### src/rtl/trap_pkg.sv
package trap_pkg;
  localparam int CAUSE_W = 4;

  typedef struct packed {
    logic               vld;
    logic               late;
    logic [CAUSE_W-1:0] code;
  } exc_t;

  typedef enum logic [2:0] {
    ACT_IDLE,
    ACT_RETIRE,
    ACT_TRAP,
    ACT_REPLAY_IRQ,
    ACT_RETIRE_IRQ
  } act_e;
endpackage

### src/rtl/exc_merge.sv
module exc_merge
  import trap_pkg::*;
(
  input  logic               early_vld,
  input  logic [CAUSE_W-1:0] early_code,
  input  logic               early_late,
  input  logic               mem_vld,
  input  logic [CAUSE_W-1:0] mem_code,
  output exc_t               merged
);
  always_comb begin
    merged = '0;
    if (early_vld) begin
      merged.vld  = 1'b1;
      merged.late = early_late;
      merged.code = early_code;
    end else if (mem_vld) begin
      merged.vld  = 1'b1;
      merged.late = 1'b1;
      merged.code = mem_code;
    end
  end
endmodule

### src/rtl/commit_decide.sv
module commit_decide
  import trap_pkg::*;
#(
  parameter logic [CAUSE_W-1:0] IRQ_CODE = 4'hF
) (
  input  logic               live,
  input  exc_t               exc,
  input  logic               irq,
  output act_e               act,
  output logic               commit,
  output logic               sb_release,
  output logic               redirect,
  output logic               save_npc,
  output logic [CAUSE_W-1:0] new_code
);
  always_comb begin
    if (!live)                act = ACT_IDLE;
    else if (exc.vld && irq)  act = ACT_REPLAY_IRQ;
    else if (exc.vld)         act = ACT_TRAP;
    else if (irq)             act = ACT_RETIRE_IRQ;
    else                      act = ACT_RETIRE;
  end

  always_comb begin
    commit     = 1'b0;
    sb_release = 1'b0;
    redirect   = 1'b0;
    save_npc   = 1'b0;
    new_code   = exc.code;
    unique case (act)
      ACT_RETIRE: begin
        commit     = 1'b1;
        sb_release = 1'b1;
      end
      ACT_TRAP: begin
        redirect   = 1'b1;
        sb_release = exc.late;
      end
      ACT_REPLAY_IRQ: begin
        redirect   = 1'b1;
        sb_release = exc.late;
        new_code   = IRQ_CODE;
      end
      ACT_RETIRE_IRQ: begin
        commit     = 1'b1;
        sb_release = 1'b1;
        redirect   = 1'b1;
        save_npc   = 1'b1;
        new_code   = IRQ_CODE;
      end
      default: ;
    endcase
  end
endmodule

### src/rtl/trap_state_regs.sv
module trap_state_regs
  import trap_pkg::*;
#(
  parameter int XLEN = 32
) (
  input  logic               clk,
  input  logic               rst_n,
  input  logic               wr_en,
  input  logic [XLEN-1:0]    epc_d,
  input  logic [CAUSE_W-1:0] code_d,
  output logic [XLEN-1:0]    epc_q,
  output logic [CAUSE_W-1:0] code_q,
  output logic               priv_q,
  output logic               epoch_q
);
  logic [XLEN-1:0]    epc_n;
  logic [CAUSE_W-1:0] code_n;
  logic               priv_n;
  logic               epoch_n;

  always_comb begin
    epc_n   = epc_q;
    code_n  = code_q;
    priv_n  = priv_q;
    epoch_n = epoch_q;
    if (wr_en) begin
      epc_n   = epc_d;
      code_n  = code_d;
      priv_n  = 1'b1;
      epoch_n = ~epoch_q;
    end
  end

  always_ff @(posedge clk or negedge rst_n) begin
    if (!rst_n) begin
      epc_q   <= '0;
      code_q  <= '0;
      priv_q  <= 1'b0;
      epoch_q <= 1'b0;
    end else begin
      epc_q   <= epc_n;
      code_q  <= code_n;
      priv_q  <= priv_n;
      epoch_q <= epoch_n;
    end
  end
endmodule

### src/rtl/trap_commit_unit.sv
module trap_commit_unit
  import trap_pkg::*;
#(
  parameter int                 XLEN       = 32,
  parameter logic [XLEN-1:0]    HANDLER_PC = 32'h0000_0100,
  parameter logic [CAUSE_W-1:0] IRQ_CODE   = 4'hF
) (
  input  logic               clk,
  input  logic               rst_n,
  input  logic               in_valid,
  input  logic               in_epoch,
  input  logic [XLEN-1:0]    in_pc,
  input  logic [XLEN-1:0]    in_npc,
  input  logic               in_exc_valid,
  input  logic [CAUSE_W-1:0] in_exc_code,
  input  logic               in_exc_late,
  input  logic               mem_exc_valid,
  input  logic [CAUSE_W-1:0] mem_exc_code,
  input  logic               ext_irq,
  output logic               commit_o,
  output logic               sb_release_o,
  output logic               redirect_o,
  output logic [XLEN-1:0]    redirect_pc_o,
  output logic [XLEN-1:0]    epc_o,
  output logic [CAUSE_W-1:0] cause_o,
  output logic               priv_o,
  output logic               epoch_o
);
  logic [1:0]         rst_pipe;
  logic               rst_s_n;
  exc_t               exc;
  act_e               act;
  logic               live;
  logic               save_npc;
  logic [CAUSE_W-1:0] new_code;
  logic [XLEN-1:0]    epc_d;

  always_ff @(posedge clk or negedge rst_n) begin
    if (!rst_n) rst_pipe <= 2'b00;
    else        rst_pipe <= {rst_pipe[0], 1'b1};
  end
  assign rst_s_n = rst_pipe[1];

  assign live = rst_s_n && in_valid && (in_epoch == epoch_o);

  exc_merge u_merge (
    .early_vld (in_exc_valid),
    .early_code(in_exc_code),
    .early_late(in_exc_late),
    .mem_vld   (mem_exc_valid),
    .mem_code  (mem_exc_code),
    .merged    (exc)
  );

  commit_decide #(.IRQ_CODE(IRQ_CODE)) u_decide (
    .live      (live),
    .exc       (exc),
    .irq       (ext_irq),
    .act       (act),
    .commit    (commit_o),
    .sb_release(sb_release_o),
    .redirect  (redirect_o),
    .save_npc  (save_npc),
    .new_code  (new_code)
  );

  assign epc_d         = save_npc ? in_npc : in_pc;
  assign redirect_pc_o = HANDLER_PC;

  trap_state_regs #(.XLEN(XLEN)) u_state (
    .clk    (clk),
    .rst_n  (rst_s_n),
    .wr_en  (redirect_o),
    .epc_d  (epc_d),
    .code_d (new_code),
    .epc_q  (epc_o),
    .code_q (cause_o),
    .priv_q (priv_o),
    .epoch_q(epoch_o)
  );

  assert_epoch_flip_R8: assert property (@(posedge clk) disable iff (!rst_s_n)
    redirect_o |=> (epoch_o != $past(epoch_o)));
  assert_epoch_hold_R8: assert property (@(posedge clk) disable iff (!rst_s_n)
    !redirect_o |=> $stable(epoch_o));
  assert_priv_after_trap_R3: assert property (@(posedge clk) disable iff (!rst_s_n)
    redirect_o |=> priv_o);
  assert_commit_releases_R7: assert property (@(posedge clk) disable iff (!rst_s_n)
    commit_o |-> sb_release_o);
  assert_dead_quiet_R9: assert property (@(posedge clk) disable iff (!rst_s_n)
    (!in_valid || in_epoch != epoch_o) |-> !(commit_o || sb_release_o || redirect_o));
  assert_regs_hold_R6: assert property (@(posedge clk) disable iff (!rst_s_n)
    !redirect_o |=> ($stable(epc_o) && $stable(cause_o) && $stable(priv_o)));
  assert_act_known_R9: assert property (@(posedge clk) disable iff (!rst_s_n)
    (act == ACT_IDLE) |-> !redirect_o);
endmodule

### config.mk
export PLATFORM = sky130hd
export DESIGN_NAME = trap_commit_unit
export DESIGN_NICKNAME = d
export VERILOG_FILES = /design/src/rtl/trap_pkg.sv /design/src/rtl/exc_merge.sv /design/src/rtl/commit_decide.sv /design/src/rtl/trap_state_regs.sv /design/src/rtl/trap_commit_unit.sv
export SDC_FILE = /design/constraint.sdc
export NUM_CORES = 1
export LEC_CHECK = 0
export ABC_AREA = 1
export CORE_ASPECT_RATIO = 1.2
export CORE_MARGIN = 1
export CORE_UTILIZATION = 30
export CTS_CLUSTER_DIAMETER = 120
export DETAILED_ROUTE_END_ITERATION = 7
export MAX_ROUTING_LAYER = met4
export PLACE_DENSITY = 0.66
export SLEW_MARGIN = 20
export SYNTH_ARGS = -nofsm -noshare
export SYNTH_HDL_FRONTEND = slang
export SYNTH_SLANG_ARGS = --single-unit
export TNS_END_PERCENT = 50
### constraint.sdc
create_clock -name clk -period 4.8 [get_ports clk]
set_input_delay 0.48 -clock clk [delete_from_list [all_inputs] [get_ports clk]]
set_output_delay 0.48 -clock clk [all_outputs]
set_load 0.01 [all_outputs]
==> impl_metrics.env, run 1 <==
export IMPL_antenna_found_initial=0
export IMPL_r2r_setup_slack_ns=2.67
export IMPL_synth_top_cell_area_share_pct=37.6
export IMPL_critPathTopFamily="buffers and inverters"
export IMPL_timing_hold_ws_ns=0.348
export IMPL_critPathMaxFanout=35
export IMPL_critPathArrivalTime_ns=3.06
export IMPL_final_common_cell="clkdlybuf4s50_1"
export IMPL_finalSetupViolCount=0
export IMPL_clk_path_buf_depth=2
export IMPL_gp_congestion=0.728
export IMPL_cts_resized=0
export IMPL_final_antenna_net_count=0
export IMPL_final_hold_violation_count=0
export IMPL_antennaDiodeCount=0
export IMPL_synth_top_family_by_area="simple AND/OR/NAND/NOR gates"
export IMPL_area_delta_synth_final_pct=46.1
export IMPL_synth_edf_count=0
export IMPL_drive_gt1_share_pct=4.53
export IMPL_htree_levels=2
export IMPL_route_detailed_drc=0
export IMPL_powerDensity_nw_per_um2=390
export IMPL_fin_crit_sh_pct=73.8
export IMPL_worst_r2r_cell_count=10
export IMPL_dieArea_um2=9270
export IMPL_start_util_pct=31.0
export IMPL_grt_pass1_wl_um=11200
export IMPL_worstSkewPairLatency_ns=0.28
export IMPL_layout_common_cells="clkdlybuf4s50_1 (120), nand2_1 (82), nand3_1 (71)"
export IMPL_yosys_most_used_dff="dfrtp_1"
export IMPL_cp_num_buf_inv=3
export IMPL_path_cells="clkdlybuf4s50_1 > nor2_4 > ha_1 > inv_1 > nand2_1 > o21ai_4 > clkdlybuf4s50_1"
export IMPL_cts_setup_buffers=0
export IMPL_cts_root_buf="clkbuf_8"
export IMPL_hold_buffers=0
export IMPL_startpoint_type="primary input"
export IMPL_rsz0062_at_grt="no"
export IMPL_cpMaxStageDelayCell="o21ai_4"
export IMPL_cts_tree="built"
export IMPL_synth_xor_area_share_pct=0
export IMPL_clkSinkCount=40
export IMPL_synth_cell_types=22
export IMPL_cpMostUsedCell="clkdlybuf4s50_1"
export IMPL_synth_avg_cell_area_um2=7.57
export IMPL_min_path_type="in -> async"
export IMPL_wl_per_cell_um=11.9
export IMPL_path_clk_slew_ns=0.07
export IMPL_slew_headroom_pct=40.6
export IMPL_synth_seq_area_share_pct=37.6
export IMPL_total_power_mw=1.52
export IMPL_slew_viol_final=0
export IMPL_cap_viol_max_count=0
export IMPL_path_depth=7
export IMPL_status="completed"
export IMPL_grt_pass1_vias=2501
export IMPL_grt_ovfl_total=0
export IMPL_groute_usage_overall_pct=15.8
export IMPL_yosys_warnings=0
export IMPL_grt_max_degree=70
export IMPL_fmax_ghz=0.282
export IMPL_final_setup_skew_ns=0.00395
export IMPL_viasPerCell=4.46
export IMPL_fin_tns_setup_ns=0
export IMPL_yosys_area_share_simple_pct=39.0
export IMPL_ys_ff_latch=40
export IMPL_synth_area_um2=2670
export IMPL_period_needed_ns=3.54
export IMPL_die_w_um=88.0
export IMPL_crit_required_ns=4.32
export IMPL_dp_hpwl_um=5000
export IMPL_synth_area_top_cells="dfrtp_1 (38%), nand3_1 (13%), nand2_1 (12%), nand3b_1 (9.3%), buf_4 (9.0%)"
export IMPL_yosys_area_share_adder_pct=0.939
export IMPL_async_flop_share_pct=100
export IMPL_ir_drop_mv=0.213
export IMPL_p_leak_nw=1.95
export IMPL_path_class="in -> out"
export IMPL_synth_top_cell_by_area="dfrtp_1"
export IMPL_cpPeakStageDelay_ns=0.69
export IMPL_final_util_pct=45.2
export IMPL_num_rows=37
export IMPL_drtIter0Drc=84
export IMPL_drt_pass1_iter_count=4
export IMPL_tightest_slew_ns=0.888
export IMPL_io_buffers=120
export IMPL_synth_compound_area_share_pct=1.92
export IMPL_nNetsFinal=545
export IMPL_placed_area_um2=3800
export IMPL_core_area_um2=8610
export IMPL_cts_made_buffers=5
export IMPL_die_y_um=105
export IMPL_synth_mux_area_share_pct=0
export IMPL_vias=2589
export IMPL_wirelength_um=6930
export IMPL_synth_cells=352
export IMPL_io_pins=153
export IMPL_final_area_um2=3890
export IMPL_end_kind="primary output"
[routing by layer]
layer  part of all wire [%]  wire [um]  vias up  track usage (%)
met2                     53       3690       91             29.3
met4                    1.6        111        0             3.92
met5                      0          0        -                -
met1                     40       2810     1215             16.8
met3                    4.7        324       12             2.98
li1                       -          -     1271                -
[cells in the mapped netlist, types with 2 or more instances]
master	instances
nand2_1	82
nand3_1	71
inv_1	48
dfrtp_1	40
nand3b_1	33
buf_4	32
buf_2	13
nand4_1	7
a21boi_0	4
buf_6	4
nor2_4	4
conb_1	2
ha_1	2
nand2_4	2
[cell type report]
class,count,area (um2)
Clock buffer,8,90.1
Fill cell,881,4720
Inverter,49,184
Multi-Input combinational cell,243,1240
Sequential cell,40,1000
Tap cell,117,146
Timing Repair Buffer,124,1230
[path summary, 6_finish.rpt]
check | startpoint | to
hold / removal | rst_n | rst_pipe[0]
max in group asynchronous | rst_pipe[1] | u_state.epc_q[10]
setup reg to reg | u_state.epoch_q | u_state.epc_q[23]
hold reg to reg | rst_pipe[0] | rst_pipe[1]
setup / recovery | in_exc_valid | redirect_o
min in group clk | rst_pipe[0] | rst_pipe[1]
[metrics by stage]
stage                     instances  worst slack, ns
final                           581             1.26
after global routing            581             1.08
after CTS                       581             1.23
after detailed placement        573             1.23
after global placement          573             1.32
after floorplan                 383             2.20
[flip-flops by register name, summed over array words and instances, names as in the netlist]
name / flops
u_state.code_q: 4
rst_pipe: 2
u_state.epoch_q: 1
u_state.epc_q: 32
u_state.priv_q: 1
[kinds of logic after synthesis]
family / Yosys count
AO/OA/AOI/OAI: 6
adder cells (fa/ha/maj): 2
buffers and inverters: 100
flip-flops: 40
other: 2
AND/OR/NAND/NOR: 202
[where the power goes]
group / internal [mW] / leakage [nW] / total [mW] / switching [mW]
logic: 0.408 / 1.42 / 0.720 / 0.312
registers: 0.487 / 0.487 / 0.572 / 0.0852
clock network: 0.117 / 0.0455 / 0.226 / 0.109
total: 1.01 / 1.95 / 1.52 / 0.506
[worst reg2reg max path: cells and delay by family (launching register included)]
kind	cells	cell delay, ns
buffers and inverters	3	0.89
AND/OR/NAND/NOR	7	0.69
flip-flops	1	0.42
Note: power is estimated with default switching activity, not from simulation.
==> inputs of run 2 (changes only) <==
--- a/config.mk
+++ b/config.mk
@@ -12,7 +12,7 @@
 export CTS_CLUSTER_DIAMETER = 120
 export DETAILED_ROUTE_END_ITERATION = 7
 export MAX_ROUTING_LAYER = met4
-export PLACE_DENSITY = 0.66
+export PLACE_DENSITY = 0.68
 export SLEW_MARGIN = 20
 export SYNTH_ARGS = -nofsm -noshare
 export SYNTH_HDL_FRONTEND = slang
==> constraint.sdc (replaced) <==
create_clock -name clk -period 3.2 [get_ports clk]
set_input_delay 0.32 -clock clk [delete_from_list [all_inputs] [get_ports clk]]
set_output_delay 0.32 -clock clk [all_outputs]
set_load 0.01 [all_outputs]
==> run 2 against run 1 <==
Net effect:
- die area is the same
- hold slack got worse by 0.16 ns
- sequential cell count is the same
- critical path depth grew 2
- sequential share of layout area is 0.14 points lower
- via count fell by 0.35%
- global-route usage up 0.31 points
- worst setup slack got worse by 0.72 ns
- routed wire length grew 1.9%
- largest cell class is now buffers
- largest power group unchanged
==> impl_metrics.env, run 2 (synthesis gave the netlist of run 1 again) <==
export IMPL_slew_headroom_pct=53.7
export IMPL_final_common_cell="clkdlybuf4s50_1"
export IMPL_wirelength_um=7060
export IMPL_fmax_ghz=0.376
export IMPL_drtIter0Drc=96
export IMPL_worstSkewPairLatency_ns=0.28
export IMPL_area_delta_synth_final_pct=46.9
export IMPL_clk_path_buf_depth=2
export IMPL_vias=2580
export IMPL_largest_reg_flops=32
export IMPL_htree_levels=2
export IMPL_rsz0062_at_grt="no"
export IMPL_finalSetupViolCount=0
export IMPL_antenna_found_initial=0
export IMPL_regMostFlops="u_state.epc_q"
export IMPL_hold_buffers=0
export IMPL_crit_required_ns=2.88
export IMPL_final_antenna_net_count=0
export IMPL_met3_usage_pct=3.29
export IMPL_setup_ws_ns=0.542
export IMPL_worst_r2r_cell_count=8
export IMPL_period_needed_ns=2.66
export IMPL_min_path_type="in -> async"
export IMPL_end_kind="primary output"
export IMPL_startpoint_type="primary input"
export IMPL_antennaDiodeCount=0
export IMPL_io_buffers=120
export IMPL_cts_tree="built"
export IMPL_reg2reg_to="u_state.epc_q[28]"
export IMPL_dp_slack_ns=0.539
export IMPL_path_class="in -> out"
export IMPL_critPathArrivalTime_ns=2.34
export IMPL_p_leak_nw=1.96
export IMPL_final_setup_skew_ns=0.00358
export IMPL_io_pins=153
export IMPL_die_w_um=88.0
export IMPL_timing_hold_ws_ns=0.193
export IMPL_tightest_slew_ns=0.695
export IMPL_use_met2_pct=30.2
export IMPL_route_detailed_drc=0
export IMPL_reg_top3="u_state.epc_q x32, u_state.code_q x4, rst_pipe x2"
export IMPL_r2r_setup_slack_ns=1.30
export IMPL_ir_drop_mv=0.331
export IMPL_wl_per_cell_um=12.1
export IMPL_grt_max_degree=70
export IMPL_layout_common_cells="clkdlybuf4s50_1 (120), nand2_1 (82), nand3_1 (71)"
export IMPL_fin_tns_setup_ns=0
export IMPL_drt_pass1_iter_count=5
export IMPL_nNetsFinal=547
export IMPL_rr_startpoint="u_state.epoch_q"
export IMPL_groute_usage_overall_pct=16.1
export IMPL_dp_hpwl_um=5190
export IMPL_status="completed"
export IMPL_grt_busiest_layer="met2"
export IMPL_num_rows=37
export IMPL_cts_resized=0
export IMPL_viasPerCell=4.43
export IMPL_gp_congestion=0.746
export IMPL_start_util_pct=31.0
export IMPL_cts_setup_buffers=0
export IMPL_clkSinkCount=40
export IMPL_powerDensity_nw_per_um2=588
export IMPL_final_hold_violation_count=0
export IMPL_fin_crit_sh_pct=83.1
export IMPL_grt_pass1_wl_um=11400
export IMPL_drive_gt1_share_pct=5.16
export IMPL_grt_ovfl_total=0
export IMPL_cap_viol_max_count=0
export IMPL_path_clk_slew_ns=0.07
export IMPL_die_y_um=105
export IMPL_dieArea_um2=9270
export IMPL_grt_pass1_vias=2528
export IMPL_critPathMaxFanout=7
export IMPL_cts_made_buffers=5
export IMPL_cts_root_buf="clkbuf_8"
export IMPL_core_area_um2=8610
export IMPL_slew_viol_final=0
export IMPL_met1_usage_pct=16.5
## run 2: layer usage
metal | up-vias | part of all wire, %
li1 | 1274 | -
met1 | 1214 | 40
met4 | 0 | 1.6
met2 | 80 | 54
met3 | 12 | 4.9
met5 | - | 0
## run 2: metrics by stage
stage	power [mW]	util, %	instance area (um2)	instances
after detailed placement	1.97	44.3	3820	575
after floorplan	1.34	-	2780	383
final	2.30	45.5	3910	582
after global routing	2.47	45.5	3910	582
after global placement	1.94	44.3	3820	575
after CTS	2.34	45.5	3910	582
## run 2: worst max-delay path, cell delays in order
cell             delay [ns]
clkdlybuf4s50_1        0.54
nor2_4                 0.18
inv_1                  0.06
ha_1                   0.31
nand2_1                0.10
nor2_4                 0.14
nand2_4                0.07
o21ai_4                0.07
clkdlybuf4s50_1        0.55
## run 2: worst max-delay path by stage
stage / from / end / slack (ns)
after floorplan: rst_pipe[1] / redirect_o / 0.76
after global placement: in_exc_valid / redirect_o / 0.56
after detailed placement: in_exc_valid / redirect_o / 0.54
after CTS: in_exc_valid / redirect_o / 0.53
after global routing: in_exc_valid / sb_release_o / 0.40
final: in_exc_valid / redirect_o / 0.54
## run 2: power by group
group	total [mW]	internal, mW	switching [mW]	leakage, nW
clock	0.353	0.192	0.162	0.0503
sequential	0.860	0.731	0.129	0.487
combinational	1.09	0.615	0.472	1.43
## run 2: area by class of cell
class	instances	area (um2)
well taps	117	146
fillers	885	4700
repair buffers	126	1250
clock buffers	7	96.3
flip-flops and latches	40	1000
multi-input cells	243	1240
inverters	49	184
==> inputs of run 3 (changes only) <==
--- a/config.mk
+++ b/config.mk
@@ -12,7 +12,7 @@
 export CTS_CLUSTER_DIAMETER = 120
 export DETAILED_ROUTE_END_ITERATION = 7
 export MAX_ROUTING_LAYER = met4
-export PLACE_DENSITY = 0.68
+export PLACE_DENSITY = 0.66
 export SLEW_MARGIN = 20
 export SYNTH_ARGS = -nofsm -noshare
 export SYNTH_HDL_FRONTEND = slang
==> constraint.sdc (replaced) <==
create_clock -name clk -period 2.62 [get_ports clk]
set_input_delay 0.262 -clock clk [delete_from_list [all_inputs] [get_ports clk]]
set_output_delay 0.262 -clock clk [all_outputs]
set_load 0.01 [all_outputs]
==> run 3 against run 2 <==
Net effect:
- non-clock buffer count grew 2
- clock power grew 38%
- highest routed layer unchanged
- core utilization grew 0.45 points
- routed wire length shrank 1.3%
- critical endpoint unchanged
- first-iteration DRC count shrank 3.1%
- hold slack lost 0.058 ns
==> impl_metrics.env, run 3 (synthesis gave the netlist of run 1 again) <==
export IMPL_viasPerCell=4.41
export IMPL_path_cells="clkdlybuf4s50_1 > nor2_4 > inv_1 > ha_1 > nand2_1 > nor2_4 > nand2_4 > o21ai_4 > clkdlybuf4s50_1"
export IMPL_cts_tree="built"
export IMPL_core_area_um2=8610
export IMPL_crit_required_ns=2.36
export IMPL_reg2reg_to="u_state.epc_q[30]"
export IMPL_cp_startpoint="mem_exc_valid"
export IMPL_dp_cells=577
export IMPL_io_buffers=120
export IMPL_grt_max_degree=70
export IMPL_finalSetupViolCount=0
export IMPL_antennaDiodeCount=0
export IMPL_wl_per_cell_um=11.9
export IMPL_final_setup_skew_ns=0.00426
export IMPL_reg_top3="u_state.epc_q x32, u_state.code_q x4, rst_pipe x2"
export IMPL_htree_levels=2
export IMPL_path_class="in -> out"
export IMPL_rr_startpoint="u_state.epoch_q"
export IMPL_final_common_cell="clkdlybuf4s50_1"
export IMPL_die_y_um=105
export IMPL_status="completed"
export IMPL_wl_met2_um=3720
export IMPL_num_rows=37
export IMPL_final_antenna_net_count=0
export IMPL_die_w_um=88.0
export IMPL_layout_common_cells="clkdlybuf4s50_1 (120), nand2_1 (82), nand3_1 (71)"
export IMPL_grt_pass1_vias=2527
export IMPL_cts_made_buffers=5
export IMPL_wirelength_um=6970
export IMPL_top_layer="met4"
export IMPL_drt_pass1_iter_count=4
export IMPL_period_needed_ns=2.48
export IMPL_setup_ws_ns=0.140
export IMPL_cts_setup_buffers=0
export IMPL_r2r_setup_slack_ns=0.84
export IMPL_worst_r2r_cell_count=9
export IMPL_fin_crit_sh_pct=94.7
export IMPL_total_power_mw=2.87
export IMPL_cp_num_buf_inv=3
export IMPL_critPathArrivalTime_ns=2.22
export IMPL_route_detailed_drc=0
export IMPL_final_hold_violation_count=0
export IMPL_largest_reg_flops=32
export IMPL_dp_hpwl_um=5110
export IMPL_clkSinkCount=40
export IMPL_worstSkewPairLatency_ns=0.28
export IMPL_nNetsFinal=549
export IMPL_cpPeakStageDelay_ns=0.57
export IMPL_io_pins=153
export IMPL_start_util_pct=31.0
export IMPL_wl_met1_um=2800
export IMPL_cpMaxStageDelayCell="clkdlybuf4s50_1"
export IMPL_hold_buffers=0
export IMPL_slew_viol_final=0
export IMPL_drive_gt1_share_pct=5.56
export IMPL_groute_usage_overall_pct=16.0
export IMPL_drtIter0Drc=93
export IMPL_fin_tns_setup_ns=0
export IMPL_regMostFlops="u_state.epc_q"
export IMPL_powerDensity_nw_per_um2=725
export IMPL_dieArea_um2=9270
export IMPL_cts_resized=0
export IMPL_critPathMaxFanout=3
export IMPL_fmax_ghz=0.403
export IMPL_stdcell_count=585
export IMPL_rsz0062_at_grt="no"
export IMPL_cap_viol_max_count=0
export IMPL_routed_wl_met3_um=333
export IMPL_critPathCapture="redirect_o"
export IMPL_cts_root_buf="clkbuf_8"
export IMPL_grt_ovfl_total=0
export IMPL_startpoint_type="primary input"
export IMPL_dp_slack_ns=0.129
export IMPL_critPathTopFamily="buffers and inverters"
export IMPL_min_path_type="in -> async"
export IMPL_clk_path_buf_depth=2
export IMPL_path_depth=9
export IMPL_antenna_found_initial=0
export IMPL_p_leak_nw=1.98
export IMPL_vias=2580
export IMPL_end_kind="primary output"
export IMPL_gp_congestion=0.809
export IMPL_ir_drop_mv=0.392
export IMPL_grt_pass1_wl_um=11400
export IMPL_area_delta_synth_final_pct=48.3
export IMPL_path_clk_slew_ns=0.08
==> run 3: power by group <==
part	internal [mW]	switching, mW	total (mW)
clock	0.283	0.205	0.487
sequential	0.892	0.159	1.05
combinational	0.756	0.572	1.33
total	1.93	0.936	2.87
==> run 3: how the worst min path moves through the flow <==
stage | from | to | slack [ns] | depth (start not counted)
after global placement | rst_pipe[0] | rst_pipe[1] | 0.34 | 0
after floorplan | rst_n | rst_pipe[0] | -0.03 | 0
after CTS | rst_n | rst_pipe[1] | 0.13 | 1
after detailed placement | rst_pipe[0] | rst_pipe[1] | 0.35 | 0
after global routing | rst_n | rst_pipe[0] | 0.12 | 1
final | rst_n | rst_pipe[0] | 0.13 | 1
==> run 3: area by class of cell <==
| class | count | area, um2 |
|---|---|---|
| inverter | 49 | 184 |
| multi-input combinational | 243 | 1240 |
| timing repair buffer | 128 | 1270 |
| fill | 878 | 4660 |
| tap | 117 | 146 |
| sequential | 40 | 1000 |
| clock inverter | 2 | 35.0 |
| clock buffer | 6 | 72.6 |
==> run 3: metal layers <==
metal | track usage (%) | vias up
met5 | - | -
met4 | 4.15 | 0
met3 | 3.21 | 11
met2 | 29.1 | 85
met1 | 17.4 | 1204
li1 | - | 1280
==> run 3: metrics by stage <==
stage	instance area [um2]	hold slack, ns	utilization (%)
final	3950	0.135	45.9
after global routing	3950	0.124	45.9
after CTS	3950	0.125	45.9
after detailed placement	3840	0.346	44.7
after global placement	3840	0.336	44.7
after floorplan	2780	-0.0336	-
